**config.mk**
```make
export PLATFORM = sky130hd
export DESIGN_NAME = dac_word_loader
export DESIGN_NICKNAME = d
export VERILOG_FILES = /design/src/rtl/dac_word_pkg.sv /design/src/rtl/strobe_capture.sv /design/src/rtl/byte_buffers.sv /design/src/rtl/dac_hold.sv /design/src/rtl/dac_word_loader.sv
export SDC_FILE = /design/constraint.sdc
export NUM_CORES = 1
export LEC_CHECK = 0
export CAP_MARGIN = 20
export CELL_PAD_IN_SITES_DETAIL_PLACEMENT = 1
export CELL_PAD_IN_SITES_GLOBAL_PLACEMENT = 1
export CORE_MARGIN = 1.5
export CORE_UTILIZATION = 30
export CTS_CLUSTER_SIZE = 16
export DETAILED_ROUTE_END_ITERATION = 12
export DONT_BUFFER_PORTS = 1
export GPL_ROUTABILITY_DRIVEN = 0
export PLACE_DENSITY_LB_ADDON = 0.1
export SLEW_MARGIN = 20
export SYNTH_ARGS = -nofsm -noshare
export SYNTH_HDL_FRONTEND = slang
export SYNTH_SLANG_ARGS = --single-unit
export TNS_END_PERCENT = 20
```
**constraint.sdc**
```tcl
create_clock -name clk -period 2.1 [get_ports clk]
set_input_delay 0.105 -clock clk [delete_from_list [all_inputs] [get_ports clk]]
set_output_delay 0.105 -clock clk [all_outputs]
set_load 0.01 [all_outputs]
```
**src/rtl/dac_word_pkg.sv**
```systemverilog
package dac_word_pkg;

  // Operation codes, indexed as {sel[1], sel[0]}.
  typedef enum logic [1:0] {
    OP_DIRECT = 2'b00,
    OP_HIGH   = 2'b01,
    OP_LOW    = 2'b10,
    OP_XFER   = 2'b11
  } op_t;

  function automatic op_t pick_op(input logic [1:0] sel);
    return op_t'(sel);
  endfunction

  // Combined active-low enable: a write window is open only with both low.
  function automatic logic window_open(input logic cs_n, input logic wr_n);
    return !cs_n && !wr_n;
  endfunction

endpackage

```
**src/rtl/strobe_capture.sv**
```systemverilog
module strobe_capture #(
  parameter int DATA_W = 14
) (
  input  logic              clk,
  input  logic              rst_n,
  input  logic              cs_n,
  input  logic              wr_n,
  input  logic [1:0]        sel,
  input  logic [DATA_W-1:0] data,
  output logic              strobe_on,
  output logic              commit_ev,
  output logic [1:0]        cap_sel,
  output logic [DATA_W-1:0] cap_data
);
  import dac_word_pkg::*;

  logic on_q;

  assign strobe_on = rst_n && window_open(cs_n, wr_n);
  // End of the write window: open last cycle, closed now.
  assign commit_ev = on_q && !strobe_on;

  always_ff @(posedge clk or negedge rst_n) begin
    if (!rst_n) begin
      on_q     <= 1'b0;
      cap_sel  <= '0;
      cap_data <= '0;
    end else begin
      on_q <= strobe_on;
      if (strobe_on) begin
        cap_sel  <= sel;
        cap_data <= data;
      end
    end
  end

endmodule

```
**src/rtl/byte_buffers.sv**
```systemverilog
module byte_buffers #(
  parameter int LO_W = 8,
  parameter int HI_W = 6,
  localparam int WORD_W = LO_W + HI_W
) (
  input  logic              clk,
  input  logic              rst_n,
  input  logic              ld_lo,
  input  logic              ld_hi,
  input  logic [WORD_W-1:0] din,
  output logic [LO_W-1:0]   lo_buf,
  output logic [HI_W-1:0]   hi_buf
);

  always_ff @(posedge clk or negedge rst_n) begin
    if (!rst_n) begin
      lo_buf <= '0;
    end else if (ld_lo) begin
      lo_buf <= din[LO_W-1:0];
    end
  end

  always_ff @(posedge clk or negedge rst_n) begin
    if (!rst_n) begin
      hi_buf <= '0;
    end else if (ld_hi) begin
      hi_buf <= din[WORD_W-1:LO_W];
    end
  end

endmodule

```
**src/rtl/dac_hold.sv**
```systemverilog
module dac_hold #(
  parameter int WORD_W = 14
) (
  input  logic              clk,
  input  logic              rst_n,
  input  logic              ld,
  input  logic [WORD_W-1:0] din,
  input  logic              bypass,
  input  logic [WORD_W-1:0] bypass_data,
  output logic [WORD_W-1:0] dac_q,
  output logic [WORD_W-1:0] dac_word
);

  always_ff @(posedge clk or negedge rst_n) begin
    if (!rst_n) begin
      dac_q <= '0;
    end else if (ld) begin
      dac_q <= din;
    end
  end

  assign dac_word = bypass ? bypass_data : dac_q;

endmodule

```
**src/rtl/dac_word_loader.sv**
```systemverilog
module dac_word_loader #(
  parameter int LO_W = 8,
  parameter int HI_W = 6,
  localparam int WORD_W = LO_W + HI_W
) (
  input  logic              clk,
  input  logic              rst_n,
  input  logic [WORD_W-1:0] bus_data,
  input  logic [1:0]        sel,
  input  logic              cs_n,
  input  logic              wr_n,
  output logic [WORD_W-1:0] dac_word
);
  import dac_word_pkg::*;

  logic              strobe_on;
  logic              commit_ev;
  logic [1:0]        cap_sel;
  logic [WORD_W-1:0] cap_data;
  logic [LO_W-1:0]   lo_buf;
  logic [HI_W-1:0]   hi_buf;
  logic [WORD_W-1:0] dac_q;
  op_t               live_op;
  op_t               cmd;
  logic              direct_live;
  logic              ld_lo;
  logic              ld_hi;
  logic              ld_dac;
  logic [WORD_W-1:0] buf_din;
  logic [WORD_W-1:0] dac_din;

  strobe_capture #(.DATA_W(WORD_W)) u_cap (
    .clk       (clk),
    .rst_n     (rst_n),
    .cs_n      (cs_n),
    .wr_n      (wr_n),
    .sel       (sel),
    .data      (bus_data),
    .strobe_on (strobe_on),
    .commit_ev (commit_ev),
    .cap_sel   (cap_sel),
    .cap_data  (cap_data)
  );

  assign live_op     = pick_op(sel);
  assign cmd         = pick_op(cap_sel);
  // Transparent window: direct code with the write window open.
  assign direct_live = strobe_on && (live_op == OP_DIRECT);

  always_comb begin
    ld_lo   = direct_live;
    ld_hi   = direct_live;
    ld_dac  = direct_live;
    buf_din = direct_live ? bus_data : cap_data;
    dac_din = direct_live ? bus_data : cap_data;
    if (commit_ev) begin
      unique case (cmd)
        OP_DIRECT: begin
          ld_lo  = 1'b1;
          ld_hi  = 1'b1;
          ld_dac = 1'b1;
        end
        OP_LOW:  ld_lo = 1'b1;
        OP_HIGH: ld_hi = 1'b1;
        OP_XFER: begin
          ld_dac  = 1'b1;
          dac_din = {hi_buf, lo_buf};
        end
      endcase
    end
  end

  byte_buffers #(.LO_W(LO_W), .HI_W(HI_W)) u_bufs (
    .clk    (clk),
    .rst_n  (rst_n),
    .ld_lo  (ld_lo),
    .ld_hi  (ld_hi),
    .din    (buf_din),
    .lo_buf (lo_buf),
    .hi_buf (hi_buf)
  );

  dac_hold #(.WORD_W(WORD_W)) u_dac (
    .clk         (clk),
    .rst_n       (rst_n),
    .ld          (ld_dac),
    .din         (dac_din),
    .bypass      (direct_live),
    .bypass_data (bus_data),
    .dac_q       (dac_q),
    .dac_word    (dac_word)
  );

endmodule

```
==> Yosys cells after proc, flatten, opt, wreduce, memory -nomap -nowiden <==
Cells that the tools add are included.
{ "op_classes": {"n_reduce_logical": 12, "eq_ne": 3, "muxes": 10} }
{ "ops": {"columns": ["operator", "n"], "rows": [
  ["2-to-1 mux 14 bit", 4],
  ["2-to-1 mux 1 bit", 6],
  ["OR reduction 2 bit", 3],
  ["equality test 2 bit (second input constant)", 2],
  ["logical AND 1 bit", 4],
  ["zero test 2 bit", 2],
  ["zero test 1 bit", 3],
  ["equality test 2 x 1 -> 1 bit (second input constant)", 1]
]} }
{ "totals": {"elab_cells": 31, "inputBits": 20, "reg_bits": 45} }

==> Logic depth before layout (Yosys ltp) <==
Gate-level depths: netlist of run 1.
{ "depth": {"depth_word": 7, "mapped_depth": 7} }

==> By module <==
Synthesis of run 1 repeated with hierarchy kept, for this count alone.
{ "hier_totals": {"cells_unflattened": 201, "area_unflattened_um2": 2413.6} }
{ "by_module_without_submodules": {"columns": ["module", "cells_each", "area_each_um2", "seq_area_each_um2", "n_inst"], "rows": [
  ["dac_hold", 44, 688.2, 350.3, 1],
  ["strobe_capture", 37, 685.7, 425.4, 1],
  ["byte_buffers", 30, 583.1, 350.3, 1],
  ["dac_word_loader", 90, 456.7, 0.0, 1]
]} }

==> Least setup slack after synthesis of run 1 <==
OpenSTA, ideal clock, no wires.
{ "synth_path": {"path_kind": "flip-flop to flip-flop", "start": "reg u_cap.cap_sel[0]", "end": "reg u_dac.dac_q[1]", "t_arrival_ns": 1.406, "setup_slack_ns": 0.573, "setup_ns": 0.121, "stages_incl_launch_ff": 7, "path_buffers": 1, "period_less_slack_ns": 1.527, "path_cell_list": "dfrtp_1 ha_1 nand2_1 nor2_1 clkbuf_1 a211o_1 a22o_1"} }
{ "synth_via": {"elab_chain_len": 4, "elab_cells_between_ends": 7, "cone_classes": "1 x eq/ne; 4 x mux; 2 x reduce/logical"} }
{ "synth_rtl": {"columns": ["element", "line", "text"], "rows": [
  ["from (decl)", "strobe_capture.sv:12", "output logic [1:0] cap_sel,"],
  ["from (signal assigned)", "strobe_capture.sv:31", "cap_sel <= sel;"],
  ["equality test 2 bit or zero test 2 bit (tied branches)", "dac_word_loader.sv:57", "unique case (cmd)"],
  ["OR reduction 2 bit (no source line)", null, null],
  ["2-to-1 mux 1 bit", "dac_word_loader.sv:57", null],
  ["2-to-1 mux 1 bit", "dac_word_loader.sv:56", "if (commit_ev) begin"],
  ["to (signal assigned)", "dac_hold.sv:18", "dac_q <= din;"],
  ["to (decl)", "dac_hold.sv:10", "output logic [WORD_W-1:0] dac_q,"]
]} }
Several ways; a longest one is shown, not always the timed one.
A chain may end at the register's enable or synchronous reset.

==> Final worst setup path of run 1 <==
{ "layout_path": {"start": "reg u_cap.cap_sel[0]", "end": "reg u_dac.dac_q[8]"} }
The elaborated chain is that of the path after synthesis.

==> results.md, run 1 <==
- CP Launch Point: u_cap.cap_sel[0]
- Die ar.: just over 8000 um2
- Ys flop type: dfrtp_1
- Via-to-Cell Ratio: 5.17
- Synth Area in Adders: 0.0219
- Syn Nets: roughly 240
- Post-CTS Resized: 0
- # diodes: 0
- Area Overhead vs Synth: 19.0%
- PortBufs: 0
- Num CTS Buffers: 5
- Compound-gate portion of the synthesized area: 0.204
- Nets@finish: roughly 260
- Setup CP Type: reg2reg
- Fin. max-slew vios: 0
- Worst EP required: ~2.3 ns
- Setup bufs post-CTS: 0
- Vias in the first global route: ~2000
- Largest fanout on the critical path: 14
- Initial antenna violation count: 0
- Synth warn: 0
- I/O pin count: 34
- Clock Skews: 0.00667 ns
- Clock root buffer: clkbuf_8
- Mux contribution to synthesized area: 0.136
- PD cells: between 900 and 1000 nW/um2
- Cell count after synthesis: approximately 210
- Reg clk slew, reported paths: about 0.09 ns
- Leakage: about 0.0013 uW
- FP Rows: 31
- HP Start: cs_n
- Detailed Route Iter0 Violations: 48
- Status: finished, final reports clean
- # clock sinks: 45
- DRT Pass-1 Iters: 4
- Max-Cap Viols: 0
- Layout cell share with drive strength beyond 1: 0.155
- RSZ-0062 raised after global routing: false
- FF+latch area: around 1100 um2
- DRC viols: 0
- TNS Setup: 0 ns
- Rel. slew slack: 0.579
- WL final: between 6 and 7 mm
- Core Box Area: 7290 um2
- CP cell instances: inv_1, ha_1, nor2b_1, mux2i_2, buf_4, o31ai_1
- Fillers: roughly 850
- Htree depth: 2
- Fin. Hold Viols: 0
- Critical Path End Type: flip-flop
- Sequential fraction of the synthesis area: 0.493
- FF+latch count, synth: 45
- Number of distinct library cells after synthesis: 25
- WL per Instance: 18.3 um
- Min Tclk post-route: roughly 1.7 ns
- Detail Placement HPWL: 4.13 mm
- Total congestion overflow: 0
- Async SR Flop Fraction: 1.00
- Period utilization: 0.795
- Longest Clk Path Bufs: 2
- Number of enable flip-flop cells after synthesis: 0
- Fmax achieved: roughly 0.6 GHz
- CP max-delay cell: dfrtp_1
- Peak VDD IR: ~0.00032 V
- Starting density of the core: 0.313
- Xor and xnor area share after synthesis: 0
- Largest net degree at the start of global routing: 46
- Finished Cell Area: 2720 um2
- Simple-gate share of the synthesized area: 0.0932
- Placed inst area: between 2000 and 2500 um2
- Crit path launch type: flip-flop
- First-pass GRT wire length: 10.3 mm
- CTS tree: done
- Worst hold-check path type: in2reg
- Worst path bufs/invs: 2
- Syn_area_per_cell: 10.7 um2
- Multi-input logic area: about 1000 um2
- Worst Tran Pin Value: between 0.6 and 0.7 ns
- DR vias: between 1500 and 2000
- Number of routed nets with antenna violations: 0
- Worst r2r src: u_cap.cap_sel[0]
- Slowest Stage Delay on Critical Path: about 0.4 ns
- Die Y: ~90 um
- Largest family of logic cells by synthesized area: compound AO/OA/AOI/OAI gates
- Worst skew pair latency: 0.29 ns
- Top delay family on crit path: flip-flops
- Worst EP arrival: ~1.9 ns
- Mapped cell area: around 2300 um2
- Final setup fails: 0
- Die W: between 90 and 100 um
- Total GRT Usage: 0.161
cell families after synthesis:
logic type | Yosys count
AOI/OAI and AO/OA | 67
DFF | 45
and+or+nand+nor | 39
buffers and inverters | 29
muxes | 29
adders and majority gates | 4
through the flow:
| step | util | hold slack, ns | std cells | setup slack, ns | total power [uW] |
|---|---|---|---|---|---|
| after floorplan | - | -0.191 | 213 | 0.573 | 1880 |
| after detailed placement | 0.335 | -0.189 | 311 | 0.378 | 2070 |
| after global routing | 0.373 | 0.0736 | 337 | 0.274 | 2790 |
| after CTS | 0.373 | 0.0578 | 337 | 0.427 | 2660 |
| after global placement | 0.335 | -0.189 | 311 | 0.525 | 2000 |
| final | 0.373 | 0.0669 | 337 | 0.431 | 2610 |
layer usage:
metal / part of all wire / track usage
met1: 0.41 / 0.172
met3: 0.026 / 0.0313
met2: 0.56 / 0.313
met4: 0.011 / 0.0503
met5: 0 / 0
sequential cells by signal, summed over array words and instances (netlist names):
register	flops
u_cap.on_q	1
u_cap.cap_sel	2
u_cap.cap_data	14
u_dac.dac_q	14
u_bufs.hi_buf	6
u_bufs.lo_buf	8
cell usage after synthesis (7+ instances only):
| master | n | area (um2) |
|---|---|---|
| a21o_1 | 14 | 105 |
| and3_1 | 14 | 87.6 |
| mux2_2 | 14 | 158 |
| nand2_1 | 10 | 37.5 |
| dfrtp_1 | 45 | 1130 |
| mux2i_1 | 14 | 140 |
| a21oi_1 | 21 | 105 |
| nor3_1 | 7 | 35.0 |
| o31ai_1 | 7 | 52.6 |
| a211oi_1 | 7 | 52.6 |
| a211o_1 | 7 | 61.3 |
| a22o_1 | 7 | 61.3 |
| buf_2 | 7 | 35.0 |
| inv_1 | 16 | 60.1 |
report_power, final:
part | total, uW | internal (uW) | leakage [uW] | switching, uW
sequential | 1340 | 1170 | 0.000545 | 168
combinational | 753 | 360 | 0.000748 | 392
clock | 521 | 237 | 0.0000395 | 284
total | 2610 | 1770 | 0.00133 | 845
final timing paths:
check	to	slack, ns	cells after the start
min in group asynchronous	u_dac.dac_q[13]	0.32	2
max in group asynchronous	u_dac.dac_q[6]	1.56	2
setup / recovery	u_dac.dac_q[8]	0.43	6
setup reg to reg	u_dac.dac_q[8]	0.43	6
hold reg to reg	u_dac.dac_q[10]	0.49	2
hold / removal	u_cap.cap_sel[0]	0.07	2
cells in the final DEF (no fill, tap or decap), types with 10 or more instances in the layout:
master | Yosys | layout
a21oi_1 | 21 | 21
mux2_2 | 14 | 14
inv_1 | 16 | 16
and3_1 | 14 | 14
buf_4 | 0 | 12
a21o_1 | 14 | 14
mux2i_1 | 14 | 14
dlygate4sd3_1 | 0 | 17
nand2_1 | 10 | 10
dfrtp_1 | 45 | 45
area by class of cell:
cell class / instances / area share
Clock buffer: 8 / 0.0295
Sequential cell: 45 / 0.414
Inverter: 16 / 0.0221
Timing Repair Buffer: 30 / 0.106
Multi-Input combinational cell: 139 / 0.383
Tap cell: 99 / 0.0456
what timing repair did:
item                                   in CTS  in global routing
endpoints found under the hold margin      61                  0
setup endpoints to repair                   0                  0
hold buffers                               18                  0
Note: power is estimated with default switching activity, not from simulation.
==> run 2: changes to the inputs <==
==> constraint.sdc (replaced) <==
create_clock -name clk -period 1.6 [get_ports clk]
set_input_delay 0.08 -clock clk [delete_from_list [all_inputs] [get_ports clk]]
set_output_delay 0.08 -clock clk [all_outputs]
set_load 0.01 [all_outputs]
==> results.md, run 2 (same netlist as run 1, synthesis figures left out) <==
- RSZ-0062 raised after global routing: true (was false)
- WL per Instance: 17.8 um (was 18.3 um)
- Via-to-Cell Ratio: 5.05 (was 5.17)
- Reg clk slew, reported paths: 0.09 ns (about the same)
- I/O pin count: 34 (unchanged)
- Layout cell share with drive strength beyond 1: 0.240 (was 0.155)
- Setup CP Type: reg2reg (unchanged)
- Final core occ: 0.401 (was 0.373)
- Worst EP required: 1.79 ns (was 2.29 ns)
- Worst EP arrival: 1.80 ns (was 1.86 ns)
- Detail Placement HPWL: 3.84 mm (was 4.13 mm)
- Num CTS Buffers: 5 (unchanged)
- Worst hold-check path type: in2reg (unchanged)
- Detailed Route Iter0 Violations: 99 (was 48)
- Pwr Total: 3530 uW (was 2610 uW)
- Routing usage on met2: 0.287 (was 0.313)
- TNS Setup: -0.0104 ns (was 0 ns)
- WL final: 6.23 mm (was 6.18 mm)
- Final setup fails: 2 (was 0)
- Worst path bufs/invs: 2 (unchanged)
- Peak VDD IR: 0.000419 V (was 0.000316 V)
- Longest Clk Path Bufs: 2 (unchanged)
- Total congestion overflow: 0 (unchanged)
- Busiest layer in global routing: met2 (unchanged)
- Area Overhead vs Synth: 27.9% (was 19.0%)
- Fin. Hold Viols: 0 (unchanged)
- Fin. max-slew vios: 0 (unchanged)
- FP Rows: 31 (unchanged)
- Sequential power share: 0.497 (was 0.513)
- CTS tree: done (unchanged)
- Worst skew pair latency: 0.30 ns (was 0.29 ns)
- Die Y: 90.2 um (unchanged)
- Worst Tran Pin Value: 0.535 ns (was 0.630 ns)
- Top delay family on crit path: flip-flops (unchanged)
- Commonest non-fill, non-tap cell in the layout: dfrtp_1 (unchanged)
- DRC viols: 0 (unchanged)
- CP cell instances: buf_4, ha_1, nand2_2, nor2_2, buf_4, a211o_1, a22o_1 (was inv_1, ha_1, nor2b_1, mux2i_2, buf_4, o31ai_1)
- Clock Skews: 0.00919 ns (was 0.00667 ns)
- Period utilization: 1.00 (was 0.795)
- Total GRT Usage: 0.157 (was 0.161)
- Die W: 90.2 um (unchanged)
- DR vias: 1763 (was 1741)
- Setup WS post-layout: -0.00726 ns (was 0.431 ns)
- Htree depth: 2 (unchanged)
- FF-to-FF setup slack: -0.007 ns (was 0.43 ns)
- PortBufs: 0 (unchanged)
- Vias in the first global route: 2057 (was 2024)
- Status: finished, violations left (was finished, final reports clean)
- Failing checks: negative setup slack
- Largest fanout on the critical path: 7 (was 14)
- Min Tclk post-route: 1.61 ns (was 1.67 ns)
- Starting density of the core: 0.313 (unchanged)
- DRT Pass-1 Iters: 4 (unchanged)
- Max-Cap Viols: 0 (unchanged)
- Leakage: 0.00142 uW (was 0.00133 uW)
- Met1 global-route usage: 0.181 (was 0.172)
- Final std cells w/o fill: 349 (was 337)
- CP max-delay cell: dfrtp_1 (unchanged)
- Core Box Area: 7290 um2 (unchanged)
- Most frequent cells in the layout: dfrtp_1, a21oi_1, dlygate4sd3_1 (unchanged)
- Critical Path End Type: flip-flop (unchanged)
- Net Switching: 1160 uW (was 845 uW)
- Clock power share: 0.201 (was 0.199)
- Clock root buffer: clkbuf_8 (unchanged)
- Initial antenna violation count: 0 (unchanged)
- Number of routed nets with antenna violations: 0 (unchanged)
- PD cells: 1210 nW/um2 (was 962 nW/um2)
- Crit path launch type: flip-flop (unchanged)
- Biggest regs: u_cap.cap_data x14, u_dac.dac_q x14, u_bufs.lo_buf x8 (unchanged)
- Sw frac: 0.328 (was 0.323)
- Largest net degree at the start of global routing: 46 (unchanged)
- First-pass GRT wire length: 10.1 mm (was 10.3 mm)
- Die ar.: 8140 um2 (unchanged)
- Placed Cells: 312 (was 311)
- Slowest Stage Delay on Critical Path: 0.43 ns (was 0.40 ns)
- M3 GR Usage: 0.0347 (was 0.0313)
- Fmax achieved: 0.622 GHz (was 0.599 GHz)
- # clock sinks: 45 (unchanged)
- Nets@finish: 273 (was 261)
- Rel. slew slack: 0.643 (was 0.579)
- Internal cell power: 2380 uW (was 1770 uW)
- # diodes: 0 (unchanged)
- Most common cell on crit path: buf_4
- Logic pwr share: 0.302 (was 0.288)
- Fillers: 860 (was 846)
[run 2: cell count changes in the layout (fill, tap and decap cells not counted), sizes merged]
| cell | delta |
|---|---|
| buf | +10 |
| clkbuf | -1 |
| clkinv | +2 |
| dlygate4sd3 | +1 |
[run 2: worst paths after layout]
check,from,end,depth (start not counted)
max,u_cap.cap_sel[1],u_dac.dac_q[0],7
min,cs_n,u_cap.cap_sel[1],2
max reg2reg,u_cap.cap_sel[1],u_dac.dac_q[0],7
min reg2reg,u_dac.dac_q[7],u_dac.dac_q[7],2
max in group asynchronous,rst_n,u_cap.cap_data[0],3
min in group asynchronous,rst_n,u_bufs.hi_buf[2],3
[run 2: per-stage QoR]
stage	hold slack, ns	setup WS [ns]	instance area (um2)
final	0.0270	-0.00726	2920
after global routing	0.0288	-0.0619	2920
after CTS	0.00798	-0.0211	2800
after detailed placement	-0.214	-0.00500	2460
after global placement	-0.214	0.0696	2460
after floorplan	-0.216	0.0735	2280
[run 2: final cells by class]
class,count,area (um2),share of cell area
Clock buffer,6,72.6,0.0248
Clock inverter,2,10.0,0.00343
Sequential cell,45,1130,0.385
Tap cell,99,124,0.0424
Timing Repair Buffer,42,428,0.146
Inverter,16,60.1,0.0206
Multi-Input combinational cell,139,1100,0.377
[run 2: metal layers]
| metal | up-vias | wire length [um] |
|---|---|---|
| met1 | 896 | 2800 |
| li1 | 837 | - |
| met3 | 8 | 185 |
| met4 | 0 | 76 |
| met5 | - | 0 |
| met2 | 22 | 3160 |
[run 2: power groups by stage]
stage	Combinational [uW]	Sequential, uW	Clock (uW)
final	1070	1760	711
after global routing	1190	1810	783
after CTS	1020	1760	733
after detailed placement	914	1780	0
after global placement	879	1750	0
after floorplan	755	1710	0
[run 2: what timing repair did]
| action | in CTS | in global routing |
|---|---|---|
| endpoints found under the hold margin | 62 | 0 |
| hold buffers | 20 | 0 |
| cloned | 0 | 3 |
| buffers inserted | 0 | 6 |
| pin swaps | 0 | 5 |
| setup endpoints to repair | 16 | 21 |
| gates resized for setup | 4 | 18 |
==> run 3: changes to the inputs <==
--- a/config.mk
+++ b/config.mk
@@ -15,6 +15,7 @@
 export DONT_BUFFER_PORTS = 1
 export GPL_ROUTABILITY_DRIVEN = 0
 export PLACE_DENSITY_LB_ADDON = 0.1
+export SETUP_SLACK_MARGIN = 0.2
 export SLEW_MARGIN = 20
 export SYNTH_ARGS = -nofsm -noshare
 export SYNTH_HDL_FRONTEND = slang
==> results.md, run 3 (same netlist as run 1, synthesis figures left out) <==
- Largest fanout on the critical path: 4 (was 7)
- CP max-delay cell: dfrtp_1 (unchanged)
- Detailed Route Iter0 Violations: 36 (was 99)
- RSZ-0062 raised after global routing: true (unchanged)
- Max-Cap Viols: 0 (unchanged)
- Final core occ: 0.426 (was 0.401)
- Leakage: 0.00149 uW (was 0.00142 uW)
- Period utilization: 1.02 (was 1.00)
- PD cells: 1200 nW/um2 (was 1210 nW/um2)
- Die W: 90.2 um (unchanged)
- Largest net degree at the start of global routing: 46 (unchanged)
- Layout cell share with drive strength beyond 1: 0.275 (was 0.240)
- Setup WS post-layout: -0.0317 ns (was -0.00726 ns)
- DR vias: 1776 (was 1763)
- WL final: 6.34 mm (was 6.23 mm)
- Min Tclk post-route: 1.63 ns (was 1.61 ns)
- Htree depth: 2 (unchanged)
- Area Overhead vs Synth: 35.9% (was 27.9%)
- PortBufs: 0 (unchanged)
- Initial antenna violation count: 0 (unchanged)
- Commonest non-fill, non-tap cell in the layout: dfrtp_1 (unchanged)
- Nets@finish: 274 (was 273)
- Fin. Hold Viols: 0 (unchanged)
- I/O pin count: 34 (unchanged)
- Biggest regs: u_cap.cap_data x14, u_dac.dac_q x14, u_bufs.lo_buf x8 (unchanged)
- Fillers: 826 (was 860)
- Top delay family on crit path: compound AO/OA/AOI/OAI gates (was flip-flops)
- Clock root buffer: clkbuf_8 (unchanged)
- # clock sinks: 45 (unchanged)
- Reg clk slew, reported paths: 0.08 ns (was 0.09 ns)
- Most common cell on crit path: buf_6 (was buf_4)
- Worst EP arrival: 1.81 ns (was 1.80 ns)
- Status: finished, violations left (unchanged)
- FF+latch area: 1130 um2 (unchanged)
- Worst hold-check path type: in2reg (unchanged)
- Number of routed nets with antenna violations: 0 (unchanged)
- Starting density of the core: 0.313 (unchanged)
- Final hold slack: 0.0184 ns (was 0.0270 ns)
- Fin. max-slew vios: 0 (unchanged)
- Worst reg2reg path depth: 8 (was 7)
- Critical Path End Type: flip-flop (unchanged)
- # diodes: 0 (unchanged)
- FP Rows: 31 (unchanged)
- Via-to-Cell Ratio: 5.07 (was 5.05)
- Worst EP required: 1.78 ns (was 1.79 ns)
- First-pass GRT wire length: 10.5 mm (was 10.1 mm)
- Multi-input logic area: 1170 um2 (was 1100 um2)
- Worst path bufs/invs: 3 (was 2)
- Die ar.: 8140 um2 (unchanged)
- WL per Instance: 18.1 um (was 17.8 um)
- Total congestion overflow: 0 (unchanged)
- Vias in the first global route: 2041 (was 2057)
- CP cell instances: buf_6, ha_4, nand2_4, nor2_4, buf_6, buf_6, a211oi_1, o31ai_4 (was buf_4, ha_1, nand2_2, nor2_2, buf_4, a211o_1, a22o_1)
- Crit path launch type: flip-flop (unchanged)
- Hold depth: 2 (unchanged)
- Most frequent cells in the layout: dfrtp_1, a21oi_1, dlygate4sd3_1 (unchanged)
- Worst skew pair latency: 0.29 ns (was 0.30 ns)
- DRT Pass-1 Iters: 4 (unchanged)
- Peak VDD IR: 0.000475 V (was 0.000419 V)
- Detail Placement HPWL: 3.75 mm (was 3.84 mm)
- Core Box Area: 7290 um2 (unchanged)
- Rel. slew slack: 0.727 (was 0.643)
- Worst Tran Pin Value: 0.408 ns (was 0.535 ns)
- CTS tree: done (unchanged)
- Slowest Stage Delay on Critical Path: 0.43 ns (about the same)
- Failing checks: negative setup slack (unchanged)
- Setup CP Type: reg2reg (unchanged)
- Total GRT Usage: 0.165 (was 0.157)
- Longest Clk Path Bufs: 2 (unchanged)
- Crit. path cell count: 8 (was 7)
- Die Y: 90.2 um (unchanged)
- Fmax achieved: 0.613 GHz (was 0.622 GHz)
- Num CTS Buffers: 5 (unchanged)
- Clock Skews: 0.00773 ns (was 0.00919 ns)
- DRC viols: 0 (unchanged)
- Final setup fails: 1 (was 2)
run 3: cell count changes in the layout (fill, tap and decap cells not counted), sizes merged:
cell	delta
dlygate4sd3	-1
clkinv	-1
buf	+3
run 3: metal layers:
layer,track usage,vias up,share of wire
met5,0,-,0
met4,0.0437,0,0.0085
met3,0.0330,5,0.033
met2,0.283,24,0.51
met1,0.209,910,0.45
li1,-,837,-
run 3: repair_timing:
item | CTS | global route
pin swaps | 0 | 11
hold buffers | 18 | 0
setup endpoints to repair | 28 | 28
endpoints found under the hold margin | 61 | 0
setup buffers | 8 | 4
gates cloned | 2 | 0
gates resized for setup | 8 | 16
run 3: layout make-up:
cell class / count / share of cell area
inverter: 16 / 0.0193
multi-input combinational: 139 / 0.377
tap: 99 / 0.0399
clock buffer: 7 / 0.0310
sequential: 45 / 0.363
clock inverter: 1 / 0.00161
timing repair buffer: 43 / 0.168
run 3: report_power, final:
| group | switching, uW | internal (uW) | total [uW] |
|---|---|---|---|
| clock network | 379 | 391 | 770 |
| registers | 224 | 1540 | 1760 |
| logic | 581 | 613 | 1190 |
| total | 1180 | 2540 | 3730 |
run 3: per-stage QoR:
stage | TNS (ns) | instance area [um2] | total power, uW | worst slack [ns] | cells
finish | -0.0317 | 3100 | 3730 | -0.0317 | 350
global route | -0.532 | 3100 | 3980 | -0.0965 | 350
CTS | 0 | 2980 | 3690 | 0.0436 | 346
detailed placement | 0 | 2520 | 2740 | 0.0418 | 310
global placement | 0 | 2520 | 2670 | 0.106 | 310
floorplan | 0 | 2340 | 2500 | 0.201 | 213
run 3: path summary, 6_finish.rpt:
path / slack, ns / to / startpoint
setup / recovery: -0.03 / u_dac.dac_q[7] / u_cap.cap_sel[0]
hold / removal: 0.02 / u_cap.on_q / cs_n
setup reg to reg: -0.03 / u_dac.dac_q[7] / u_cap.cap_sel[0]
hold reg to reg: 0.49 / u_dac.dac_q[12] / u_dac.dac_q[12]
max in group asynchronous: 1.08 / u_dac.dac_q[6] / rst_n
min in group asynchronous: 0.29 / u_cap.cap_data[11] / rst_n
